$ cat src/rtl/slink_cmd_rx.sv
module slink_cmd_rx #(
  parameter int S0_W   = 16,
  parameter int SLOT_W = 20
) (
  input  logic              bclk,
  input  logic              rst_n,
  input  logic              sync,
  input  logic              sdo,
  input  logic [1:0]        id_n,
  output logic [1:0]        codec_id,
  output logic              rd_req,
  output logic              wr_stb,
  output logic [6:0]        reg_addr,
  output logic [15:0]       wr_data,
  output logic              pcm_l_stb,
  output logic [SLOT_W-1:0] pcm_l,
  output logic              pcm_r_stb,
  output logic [SLOT_W-1:0] pcm_r
);
  localparam int FRAME_W = S0_W + 12 * SLOT_W;
  localparam int CW      = $clog2(FRAME_W);
  localparam logic [CW-1:0] END_S0 = CW'(S0_W - 1);
  localparam logic [CW-1:0] END_S1 = CW'(S0_W + SLOT_W - 1);
  localparam logic [CW-1:0] END_S2 = CW'(S0_W + 2 * SLOT_W - 1);
  localparam logic [CW-1:0] END_S3 = CW'(S0_W + 3 * SLOT_W - 1);
  localparam logic [CW-1:0] END_S4 = CW'(S0_W + 4 * SLOT_W - 1);

  logic              sync_d, run;
  logic [CW-1:0]     cnt;
  logic [SLOT_W-2:0] sh;
  logic              t_adr, t_dat, t_l, t_r;
  logic [1:0]        sel_f;
  logic [SLOT_W-1:0] cmd_w;

  wire              start   = sync & ~sync_d;
  wire [CW-1:0]     pos     = start ? '0 : cnt;
  wire              act     = start | run;
  wire [SLOT_W-1:0] word    = {sh, sdo};
  wire              primary = (codec_id == 2'b00);
  wire              sel     = (sel_f == codec_id);
  wire              adr_ok  = sel & (primary ? t_adr : 1'b1);
  wire              dat_ok  = sel & (primary ? t_dat : 1'b1);

  assign codec_id = ~id_n;

  always_ff @(posedge bclk or negedge rst_n) begin
    if (!rst_n) begin
      sync_d <= 1'b0; run <= 1'b0; cnt <= '0; sh <= '0;
      t_adr <= 1'b0; t_dat <= 1'b0; t_l <= 1'b0; t_r <= 1'b0;
      sel_f <= 2'b00; cmd_w <= '0;
      rd_req <= 1'b0; wr_stb <= 1'b0; reg_addr <= '0; wr_data <= '0;
      pcm_l_stb <= 1'b0; pcm_r_stb <= 1'b0; pcm_l <= '0; pcm_r <= '0;
    end else begin
      sync_d    <= sync;
      sh        <= word[SLOT_W-2:0];
      cnt       <= (pos == CW'(FRAME_W - 1)) ? '0 : pos + 1'b1;
      run       <= act;
      rd_req    <= 1'b0;
      wr_stb    <= 1'b0;
      pcm_l_stb <= 1'b0;
      pcm_r_stb <= 1'b0;
      if (act) begin
        if (pos == END_S0) begin
          t_adr <= word[14];
          t_dat <= word[13];
          t_l   <= word[12];
          t_r   <= word[11];
          sel_f <= word[1:0];
        end
        if (pos == END_S1) cmd_w <= word;
        if (pos == END_S2 && adr_ok) begin
          reg_addr <= cmd_w[18:12];
          if (cmd_w[19]) rd_req <= 1'b1;
          else if (dat_ok) begin
            wr_stb  <= 1'b1;
            wr_data <= word[19:4];
          end
        end
        if (pos == END_S3 && t_l) begin
          pcm_l_stb <= 1'b1;
          pcm_l     <= word;
        end
        if (pos == END_S4 && t_r) begin
          pcm_r_stb <= 1'b1;
          pcm_r     <= word;
        end
      end
    end
  end
endmodule

$ cat config.mk
export PLATFORM = sky130hd
export DESIGN_NAME = slink_cmd_rx
export DESIGN_NICKNAME = d
export VERILOG_FILES = /design/src/rtl/slink_cmd_rx.sv
export SDC_FILE = /design/constraint.sdc
export NUM_CORES = 1
export LEC_CHECK = 0
export BUFFER_PORTS_ARGS = -buffer_cell sky130_fd_sc_hd__buf_2
export CAP_MARGIN = 10
export CORE_MARGIN = 2
export CORE_UTILIZATION = 35
export CTS_CLUSTER_DIAMETER = 30
export DETAILED_ROUTE_END_ITERATION = 12
export GPL_ROUTABILITY_DRIVEN = 0
export SYNTH_ARGS = -nofsm -noshare
export SYNTH_HDL_FRONTEND = slang
export SYNTH_SLANG_ARGS = --single-unit
$ cat constraint.sdc
create_clock -name bclk -period 3.8 [get_ports bclk]
set_input_delay 0.19 -clock bclk [delete_from_list [all_inputs] [get_ports bclk]]
set_output_delay 0.19 -clock bclk [all_outputs]
set_load 0.02 [all_outputs]
==> flow_metrics.env, run 1 <==
export IMPL_finalCritPeriodShare_pct=73.53
export IMPL_peakVddDrop_mv=0.2042
export IMPL_clockBufferDepth=2
export IMPL_yosys_area_top_type="dfrtp_1"
export IMPL_grt_pass1_vias=2488
export IMPL_synthXorXnorAreaFrac_pct=1.278
export IMPL_io_pin_count=75
export IMPL_cp_required_ns=4.03
export IMPL_rsz0062_at_grt="false"
export IMPL_cts_sinks=110
export IMPL_clock_skew_ns=0.007560
export IMPL_maxCapViolCount=0
export IMPL_die_area_um2=12630
export IMPL_p_leak_uw=0.002678
export IMPL_crit_type="input port to register"
export IMPL_synth_top_family_by_area="multiplexers"
export IMPL_ys_flop_type="dfrtp_1"
export IMPL_avgSynthCellArea_um2=15.69
export IMPL_synth_mux_area_share_pct=21.09
export IMPL_die_x_um=112.4
export IMPL_syn_nets=270
export IMPL_hold_path_class="input port to register"
export IMPL_drt_pass1_iter_count=4
export IMPL_ys_seq_area_share_pct=66.95
export IMPL_final_nets=352
export IMPL_rrSetupSlack_ns=1.15
export IMPL_yosys_warnings=0
export IMPL_setup_viol=0
export IMPL_end_kind="register"
export IMPL_cts_buffers=9
export IMPL_cts_tree="built"
export IMPL_antenna_cells=0
export IMPL_synthTopCellsByCount="110 x dfrtp_1, 77 x mux2_2, 7 x nor2_1"
export IMPL_core_area_um2=11420
export IMPL_vias_per_cell=4.815
export IMPL_synth_edf_count=0
export IMPL_max_freq_mhz=357.9
export IMPL_ctsResizeCount=0
export IMPL_die_h_um=112.4
export IMPL_yosysUniqueCellTypes=33
export IMPL_numPortBuffers=74
export IMPL_max_stage_delay_ns=0.55
export IMPL_synth_most_common_cell="dfrtp_1"
export IMPL_drc=0
export IMPL_r2r_start="sync_d$_DFF_PN0_"
export IMPL_cp_start_kind="input port"
export IMPL_antenna_left=0
export IMPL_period_needed_ns=2.794
export IMPL_fin_total_pwr_uw=2339
export IMPL_syn_inst=262
export IMPL_r2r_cells=8
export IMPL_wl_per_cell_um=16.11
export IMPL_crit_chain="dlygate4sd3_1 -> buf_2 -> nand2b_1 -> and2_1 -> ha_1 -> nand3_1 -> nor4_1 -> and3_1 -> buf_4 -> mux2_2"
export IMPL_syn_cell_area_um2=4111
export IMPL_wl_um=7925
export IMPL_synth_simple_area_share_pct=6.908
export IMPL_grt_ovfl_total=0
export IMPL_grt_usage_pct=13.34
export IMPL_synthAdderAreaFrac_pct=0.6086
export IMPL_clk_pin_slew_ns=0.07
export IMPL_fp_row_count=39
export IMPL_cp_arrival_ns=3.02
export IMPL_tightest_slew_ns=0.9343
export IMPL_dp_hpwl_um=5478
export IMPL_antenna_found_initial=0
export IMPL_synth_compound_area_share_pct=1.400
export IMPL_syn2layout_area_growth_pct=20.82
export IMPL_layout_drive_gt1_share_pct=49.57
export IMPL_slew_viol_final=0
export IMPL_ys_seq_elements=110
export IMPL_fin_setup_tns_ns=0
export IMPL_status="finished, final reports clean"
export IMPL_clock_latency_ns=0.34
export IMPL_crit_start="sync"
export IMPL_reg2reg_to="pcm_r[16]$_DFFE_PN0P_"
export IMPL_cts_htree_levels=3
export IMPL_max_slew_margin_pct=37.71
export IMPL_cts_root_buf="clkbuf_16"
export IMPL_synth_area_leaders="dfrtp_1 67%, mux2_2 21%, and2_1 0.91%"
export IMPL_num_vias=2369
export IMPL_start_util_pct=36.01
export IMPL_grt_pass1_wl_um=13090
export IMPL_crit_path_max_fanout=20
export IMPL_grt_max_degree=71
export IMPL_finalHoldViolCount=0
export IMPL_synthArstFlopShare_pct=100.0
export IMPL_drt_initial_drc_count=59
export IMPL_endpoint="pcm_r[16]$_DFFE_PN0P_"
export IMPL_crit_path_top_delay_cell="dlygate4sd3_1"
export IMPL_synth_top_area_share_pct=66.95
export IMPL_cts_setup_buffers=0
export IMPL_power_density_nw_per_um2=470.9
==> sequential cells by signal (all words and copies together) (netlist names) <==
name / cells
rd_req: 1
t_dat: 1
pcm_r_stb: 1
t_r: 1
cmd_w: 8
wr_stb: 1
cnt: 8
run: 1
sh: 19
wr_data: 16
sync_d: 1
pcm_r: 20
pcm_l: 20
sel_f: 2
t_adr: 1
pcm_l_stb: 1
t_l: 1
reg_addr: 7
==> through the flow <==
| stage | setup slack (ns) | util [%] | hold WS, ns | instances | area (um^2) |
|---|---|---|---|---|---|
| detailed placement | 1.155 | 40.63 | 0.3254 | 474 | 4639 |
| global placement | 1.229 | 40.63 | 0.3299 | 474 | 4639 |
| finish | 1.006 | 43.50 | 0.004181 | 492 | 4967 |
| global route | 0.7073 | 43.50 | 0.01173 | 492 | 4967 |
| floorplan | 1.565 | - | -0.1056 | 262 | 4111 |
| CTS | 1.011 | 43.50 | 0.002662 | 492 | 4967 |
==> metal layers <==
metal | vias to the layer above | track usage [%] | share of wire [%]
met5 | - | 0 | 0
met4 | 0 | 6.585 | 2.2
met3 | 13 | 3.402 | 5.1
met2 | 56 | 21.16 | 48
met1 | 1213 | 17.13 | 45
li1 | 1087 | - | -
==> area by class of cell <==
| cell class | count | area (um^2) |
|---|---|---|
| Tap cell | 143 | 178.9 |
| Inverter | 5 | 18.77 |
| Sequential cell | 110 | 2753 |
| Clock buffer | 10 | 229.0 |
| Fill cell | 1121 | 6451 |
| Multi-Input combinational cell | 138 | 1286 |
| Clock inverter | 6 | 78.83 |
| Timing Repair Buffer | 80 | 422.9 |
==> placed cells by master, fill, tap and decap left out <==
cell,n
bufinv_16,1
a31oi_1,1
nor4_1,1
inv_1,5
nor4_4,1
or3_1,1
a211oi_1,1
dfrtp_1,110
and2_1,6
xnor2_1,4
o2111ai_2,1
buf_2,73
inv_6,1
o211a_1,1
nand3b_1,1
inv_8,2
o21ai_0,1
o2111ai_1,1
nand4_1,4
nor2_1,7
mux2_2,77
dlygate4sd3_1,2
buf_4,5
clkbuf_16,9
nand2_1,6
ha_1,2
nor4b_4,1
nor3_1,4
nand3_1,2
clkinv_4,2
xor2_1,2
and3_1,5
clkbuf_1,1
a21oi_1,1
and4_1,1
nand2b_1,4
nor2b_1,2
==> kinds of logic after synthesis <==
| group | Yosys count |
|---|---|
| buffers and inverters | 14 |
| AOI/OAI and AO/OA | 7 |
| muxes | 77 |
| and+or+nand+nor | 46 |
| adders and majority gates | 2 |
| xor gates and xnor gates | 6 |
| DFF | 110 |
==> power breakdown <==
part	total, uW	internal [uW]	leakage, uW	switching (uW)
combinational	121	51.5	0.00105	69.3
sequential	1260	1220	0.00148	49.7
clock	954	525	0.000151	428
total	2340	1790	0.00268	547
==> repair_timing <==
action / 4_1_cts / 5_1_grt
endpoints found under the setup margin: 0 / 0
hold buffers: 2 / 0
hold endpoints to repair: 64 / 0
==> worst min-delay path by stage <==
stage | slack [ns] | endpoint | cells after the start | from
after floorplan | -0.11 | cmd_w[12]$_DFFE_PN0P_ | 0 | rst_n
after global placement | 0.33 | sync_d$_DFF_PN0_ | 1 | sync
after detailed placement | 0.33 | sync_d$_DFF_PN0_ | 1 | sync
after CTS | 0.003 | sh[0]$_DFF_PN0_ | 1 | sdo
after global routing | 0.01 | sh[0]$_DFF_PN0_ | 1 | sdo
final | 0.004 | sh[0]$_DFF_PN0_ | 1 | sdo
==> critical path: cells and delay by family <==
kind / cells / cell delay [ns]
muxes: 1 / 0.38
adders and majority gates: 1 / 0.23
and+or+nand+nor: 5 / 1.22
buffers and inverters: 3 / 1.00
No activity file was read; power rests on OpenSTA's default activity.
==> run 2: changes to the inputs <==
==> constraint.sdc (replaced) <==
create_clock -name bclk -period 2.41 [get_ports bclk]
set_input_delay 0.1205 -clock bclk [delete_from_list [all_inputs] [get_ports bclk]]
set_output_delay 0.1205 -clock bclk [all_outputs]
set_load 0.02 [all_outputs]
==> run 2 against run 1 <==
Net effect:
- clock skew is 0.0032 ns higher
- hold slack better by 0.17 ns
- first-iteration DRC count is 41% higher
- utilization is 1.1 points higher
- cell count is 1.2% higher
- sequential cell count stayed put
- die area stayed put
- total power is 56% higher
- critical path depth stayed put
- routed wire length is 1.6% higher
- largest cell class unchanged
==> flow_metrics.env, run 2 (synthesized netlist as in run 1, its figures left out) <==
export IMPL_finalCritPeriodShare_pct=96.35
export IMPL_rrSetupSlack_ns=0.15
export IMPL_cts_setup_buffers=0
export IMPL_setup_viol=0
export IMPL_start_util_pct=36.01
export IMPL_grt_pass1_vias=2461
export IMPL_end_kind="register"
export IMPL_seqPwrFrac_pct=54.8
export IMPL_final_nets=358
export IMPL_fp_row_count=39
export IMPL_fillerInstances=1060
export IMPL_die_h_um=112.4
export IMPL_cp_arrival_ns=2.55
export IMPL_slew_viol_final=0
export IMPL_cts_buffers=9
export IMPL_power_density_nw_per_um2=714.5
export IMPL_vias_per_cell=4.791
export IMPL_antenna_cells=0
export IMPL_whs_ns=0.1709
export IMPL_finalHoldViolCount=0
export IMPL_clock_skew_ns=0.01077
export IMPL_hold_path_class="input port to register"
export IMPL_numPortBuffers=74
export IMPL_max_slew_margin_pct=57.34
export IMPL_top_regs="pcm_l x20, pcm_r x20, sh x19"
export IMPL_p_leak_uw=0.002730
export IMPL_tightest_slew_ns=0.6398
export IMPL_syn2layout_area_growth_pct=23.89
export IMPL_cp_start_kind="input port"
export IMPL_dp_hpwl_um=5493
export IMPL_hold_depth=3
export IMPL_r2r_start="sync_d$_DFF_PN0_"
export IMPL_finalNonFillerCells=498
export IMPL_crit_chain="dlygate4sd3_1 -> buf_2 -> nand2b_4 -> and2_1 -> ha_2 -> nand3_1 -> nor4_2 -> and3_4 -> clkbuf_16 -> mux2_2"
export IMPL_layout_common_cells="110 x dfrtp_1, 77 x mux2_2, 73 x buf_2"
export IMPL_final_common_cell="dfrtp_1"
export IMPL_max_stage_delay_ns=0.54
export IMPL_r2r_cells=8
export IMPL_num_vias=2386
export IMPL_clock_latency_ns=0.34
export IMPL_io_pin_count=75
export IMPL_die_x_um=112.4
export IMPL_crit_path_max_fanout=10
export IMPL_wl_per_cell_um=16.16
export IMPL_comb_power_share_pct=5.6
export IMPL_fin_total_pwr_uw=3639
export IMPL_cp_top_family="simple AND/OR/NAND/NOR gates"
export IMPL_hold_end="wr_stb$_DFF_PN0_"
export IMPL_fin_setup_tns_ns=0
export IMPL_placedCellCount=478
export IMPL_maxCapViolCount=0
export IMPL_cts_htree_levels=3
export IMPL_rsz0062_at_grt="false"
export IMPL_critPathBufInv=3
export IMPL_hp_start="id_n[0]"
export IMPL_wl_um=8048
export IMPL_clk_pin_slew_ns=0.07
export IMPL_grt_max_degree=52
export IMPL_grt_usage_pct=13.03
export IMPL_cts_tree="built"
export IMPL_cp_required_ns=2.63
export IMPL_clockBufferDepth=2
export IMPL_period_needed_ns=2.322
export IMPL_internal_power_uw=2741
export IMPL_reg2reg_to="pcm_r[7]$_DFFE_PN0P_"
export IMPL_peakVddDrop_mv=0.3767
export IMPL_p_clk_share_pct=39.6
export IMPL_crit_type="input port to register"
export IMPL_layout_drive_gt1_share_pct=52.11
export IMPL_p_sw_share_pct=24.69
export IMPL_switchingPower_uw=898.4
export IMPL_core_area_um2=11420
export IMPL_antenna_left=0
export IMPL_grt_pass1_wl_um=12930
export IMPL_drt_pass1_iter_count=4
export IMPL_cts_sinks=110
export IMPL_grt_ovfl_total=0
export IMPL_antenna_found_initial=0
export IMPL_max_freq_mhz=430.7
export IMPL_cts_root_buf="clkbuf_16"
export IMPL_status="finished, final reports clean"
export IMPL_die_area_um2=12630
export IMPL_drt_initial_drc_count=83
export IMPL_drc=0
export IMPL_crit_path_top_delay_cell="dlygate4sd3_1"
## run 2: cell types whose count changed in the layout (fill, tap and decap cells not counted), moves of 2 or more
cell,change
clkinv_4,-2
clkinv_8,+2
buf_12,+3
inv_6,+2
## run 2: metal layers
layer | track usage [%] | part of all wire (%) | vias up
met3 | 3.510 | 4.1 | 8
met2 | 20.08 | 48 | 53
li1 | - | - | 1101
met5 | 0 | 0 | -
met1 | 17.87 | 46 | 1224
met4 | 4.797 | 1.6 | 0
## run 2: area by class of cell
cell class                      count  area, um^2  area share [%]
Inverter                            5       18.77          0.3685
Clock buffer                        9       225.2           4.422
Timing Repair Buffer               86       525.5           10.32
Clock inverter                      7       75.07           1.474
Sequential cell                   110        2753           54.04
Tap cell                          143       178.9           3.513
Multi-Input combinational cell    138        1318           25.87
## run 2: timing repair
action / in CTS / in global routing
hold buffers: 3 / 0
endpoints found under the hold margin: 51 / 0
resized for setup: 0 / 8
setup endpoints to repair: 0 / 39
## run 2: stage by stage
step | instance area [um^2] | util [%] | worst slack [ns]
final | 5094 | 44.61 | 0.08799
after global routing | 5094 | 44.61 | 0.02310
after CTS | 5037 | 44.12 | 0.04073
after detailed placement | 4707 | 41.22 | 0.1562
after global placement | 4707 | 41.22 | 0.2032
after floorplan | 4111 | - | 0.1751
## run 2: how the worst max path moves through the flow
stage                      from                 endpoint  slack (ns)  depth (start not counted)
2_1_floorplan  sync_d$_DFF_PN0_     pcm_r[0]$_DFFE_PN0P_        0.18                          9
3_3_place_gp   sync_d$_DFF_PN0_  reg_addr[5]$_DFFE_PN0P_        0.20                          7
3_5_place_dp   sync_d$_DFF_PN0_  reg_addr[4]$_DFFE_PN0P_        0.16                          7
4_1_cts                    sync  reg_addr[4]$_DFFE_PN0P_        0.04                          9
5_1_grt                    sync     pcm_r[7]$_DFFE_PN0P_        0.02                         10
6_report                   sync     pcm_r[7]$_DFFE_PN0P_        0.09                         10
## run 2: power groups by stage
stage | Combinational, uW | Clock, uW | Sequential, uW
after floorplan | 129 | 0 | 2000
after global placement | 191 | 0 | 2030
after detailed placement | 196 | 0 | 2030
after CTS | 200 | 1490 | 1990
after global routing | 231 | 1570 | 2010
final | 202 | 1440 | 2000
## run 2: worst min-delay path: stages
cell     delay (ns)
buf_2          0.09
a31oi_1        0.11
and2_1         0.15
==> run 3: changes to the inputs <==
--- a/config.mk
+++ b/config.mk
@@ -5,6 +5,7 @@
 export SDC_FILE = /design/constraint.sdc
 export NUM_CORES = 1
 export LEC_CHECK = 0
+export ABC_AREA = 1
 export BUFFER_PORTS_ARGS = -buffer_cell sky130_fd_sc_hd__buf_2
 export CAP_MARGIN = 10
 export CORE_MARGIN = 2
==> run 3 against run 2 <==
Net effect:
- sequential share of layout area decreased by 0.17 points
- utilization decreased by 1.9 points
- routed wire length increased by 19%
- via count increased by 33%
- largest power group unchanged
==> flow_metrics.env, run 3 <==
export IMPL_drt_initial_drc_count=233
export IMPL_ys_flop_type="dfrtp_1"
export IMPL_final_common_cell="nand2_1"
export IMPL_yosys_area_top_type="dfrtp_1"
export IMPL_ys_seq_area_share_pct=64.59
export IMPL_crit_path_top_delay_cell="dlygate4sd3_1"
export IMPL_setup_viol=0
export IMPL_fp_row_count=40
export IMPL_start_util_pct=35.63
export IMPL_wl_per_cell_um=14.06
export IMPL_antenna_left=0
export IMPL_comb_power_share_pct=7.9
export IMPL_syn_nets=455
export IMPL_switchingPower_uw=896.4
export IMPL_synthArstFlopShare_pct=100.0
export IMPL_critPathBufInv=4
export IMPL_wl_um=9564
export IMPL_top_regs="pcm_l x20, pcm_r x20, sh x19"
export IMPL_cts_buffers=9
export IMPL_p_clk_share_pct=36.7
export IMPL_tightest_slew_ns=0.4416
export IMPL_cts_setup_buffers=0
export IMPL_multi_input_area_um2=1294
export IMPL_internal_power_uw=2724
export IMPL_yosysUniqueCellTypes=26
export IMPL_antenna_found_initial=0
export IMPL_finalCritPeriodShare_pct=88.99
export IMPL_synth_area_leaders="dfrtp_1 65%, nand2_1 15%, nand3_1 5.0%"
export IMPL_cts_sinks=110
export IMPL_peakVddDrop_mv=0.3399
export IMPL_clock_skew_ns=0.007241
export IMPL_die_h_um=114.3
export IMPL_hold_path_class="input port to async pin"
export IMPL_cp_start_kind="input port"
export IMPL_place_worst_setup_slack_ns=0.2755
export IMPL_cts_tree="built"
export IMPL_crit_path_max_fanout=17
export IMPL_status="finished, final reports clean"
export IMPL_syn_cell_area_um2=4262
export IMPL_crit_chain="dlygate4sd3_1 -> buf_2 -> inv_1 -> nor2_1 -> nor2_1 -> ha_1 -> inv_1 -> nor2_1 -> nand2_1 -> nor3b_2 -> nand3_4 -> nand2_1 -> nand2_1"
export IMPL_avgSynthCellArea_um2=9.534
export IMPL_yosys_warnings=0
export IMPL_fin_setup_tns_ns=0
export IMPL_cts_htree_levels=3
export IMPL_seqPwrFrac_pct=55.4
export IMPL_finalHoldViolCount=0
export IMPL_end_kind="register"
export IMPL_die_area_um2=13070
export IMPL_drt_pass1_iter_count=4
export IMPL_synth_edf_count=0
export IMPL_syn_inst=447
export IMPL_layout_drive_gt1_share_pct=21.39
export IMPL_cts_root_buf="clkbuf_16"
export IMPL_final_nets=537
export IMPL_io_pin_count=75
export IMPL_grt_usage_pct=15.92
export IMPL_max_slew_margin_pct=70.46
export IMPL_slew_viol_final=0
export IMPL_regArea_um2=2753
export IMPL_num_vias=3169
export IMPL_synth_top_area_share_pct=64.59
export IMPL_maxCapViolCount=0
export IMPL_clock_latency_ns=0.34
export IMPL_p_leak_uw=0.002935
export IMPL_max_stage_delay_ns=0.54
export IMPL_cp_top_family="simple AND/OR/NAND/NOR gates"
export IMPL_grt_ovfl_total=0
export IMPL_cp_arrival_ns=2.38
export IMPL_p_sw_share_pct=24.76
export IMPL_period_needed_ns=2.145
export IMPL_power_density_nw_per_um2=708.6
export IMPL_antenna_cells=0
export IMPL_fillerInstances=1184
export IMPL_drc=0
export IMPL_final_cell_area_um2=5110
export IMPL_clockBufferDepth=2
export IMPL_synthTopCellsByCount="169 x nand2_1, 110 x dfrtp_1, 43 x nand3_1"
export IMPL_numPortBuffers=74
export IMPL_fin_ws_ns=0.2654
export IMPL_synth_most_common_cell="nand2_1"
export IMPL_core_area_um2=11960
export IMPL_clk_pin_slew_ns=0.07
export IMPL_vias_per_cell=4.660
export IMPL_crit_type="input port to register"
export IMPL_placed_area_um2=4812
export IMPL_syn2layout_area_growth_pct=19.91
export IMPL_die_x_um=114.3
export IMPL_grt_max_degree=37
export IMPL_grt_pass1_wl_um=16130
export IMPL_ys_seq_elements=110
export IMPL_cp_required_ns=2.65
export IMPL_dp_hpwl_um=6692
export IMPL_max_freq_mhz=466.3
export IMPL_rsz0062_at_grt="false"
export IMPL_grt_pass1_vias=3154
export IMPL_layout_common_cells="168 x nand2_1, 110 x dfrtp_1, 73 x buf_2"
[run 3: area by class of cell]
type / count / area share [%]
Sequential cell: 110 / 53.87
Timing Repair Buffer: 86 / 9.452
Clock inverter: 3 / 0.4163
Tap cell: 147 / 3.599
Multi-Input combinational cell: 285 / 25.32
Clock buffer: 12 / 4.628
Inverter: 37 / 2.718
[run 3: logic make-up (layout without fill, tap and decap cells)]
family          count (synthesis)  count (layout)  synth area share, %
fa+ha+maj                       2               2               0.5871
buf+inv                        52             138                5.285
compound gates                 28              28                3.376
xor+xnor                        4               4               0.8222
flops                         110             110                64.59
simple gates                  251             251                25.34
[run 3: final timing paths]
| kind | slack, ns | cells past startpoint | start | to |
|---|---|---|---|---|
| max reg2reg | 0.41 | 10 | sync_d$_DFF_PN0_ | wr_data[11]$_DFFE_PN0P_ |
| max | 0.27 | 13 | sync | wr_data[11]$_DFFE_PN0P_ |
| min reg2reg | 0.41 | 0 | sh[2]$_DFF_PN0_ | sh[3]$_DFF_PN0_ |
| max in group asynchronous | 1.49 | 3 | rst_n | sh[12]$_DFF_PN0_ |
| min in group bclk | 0.41 | 0 | sh[2]$_DFF_PN0_ | sh[3]$_DFF_PN0_ |
| min | 0.26 | 2 | rst_n | reg_addr[4]$_DFFE_PN0P_ |
[run 3: per-layer routing]
layer	up-vias	global-route usage [%]	share of wire, %
met5	-	0	0
met3	11	3.176	4.3
li1	1559	-	-
met4	0	6.260	1.6
met1	1531	22.74	48
met2	68	24.01	46
[run 3: power by group through the flow]
stage | clock [uW] | combinational, uW | sequential [uW]
after floorplan | 0 | 191 | 2020
after global placement | 0 | 276 | 2040
after detailed placement | 0 | 287 | 2040
after CTS | 1360 | 290 | 2000
after global routing | 1430 | 330 | 2010
final | 1330 | 287 | 2000
[run 3: worst register-to-register path: cells and delay by family, from the launching register on]
family / cells / cell delay [ns]
buffers and inverters: 1 / 0.05
and+or+nand+nor: 8 / 1.25
DFF: 1 / 0.36
adders and majority gates: 1 / 0.24
[run 3: timing repair]
action,in CTS,in global routing
hold buffers,3,0
endpoints found under the setup margin,0,27
endpoints found under the hold margin,31,0
resized for setup,0,2
[run 3: stage by stage]
step	hold slack, ns	instances	power (uW)	util (%)
detailed placement	0.08568	662	2325	40.23
floorplan	-0.1751	447	2206	-
global placement	0.08552	662	2312	40.23
CTS	0.2574	680	3653	42.64
global route	0.3091	680	3777	42.72
finish	0.2638	680	3621	42.72
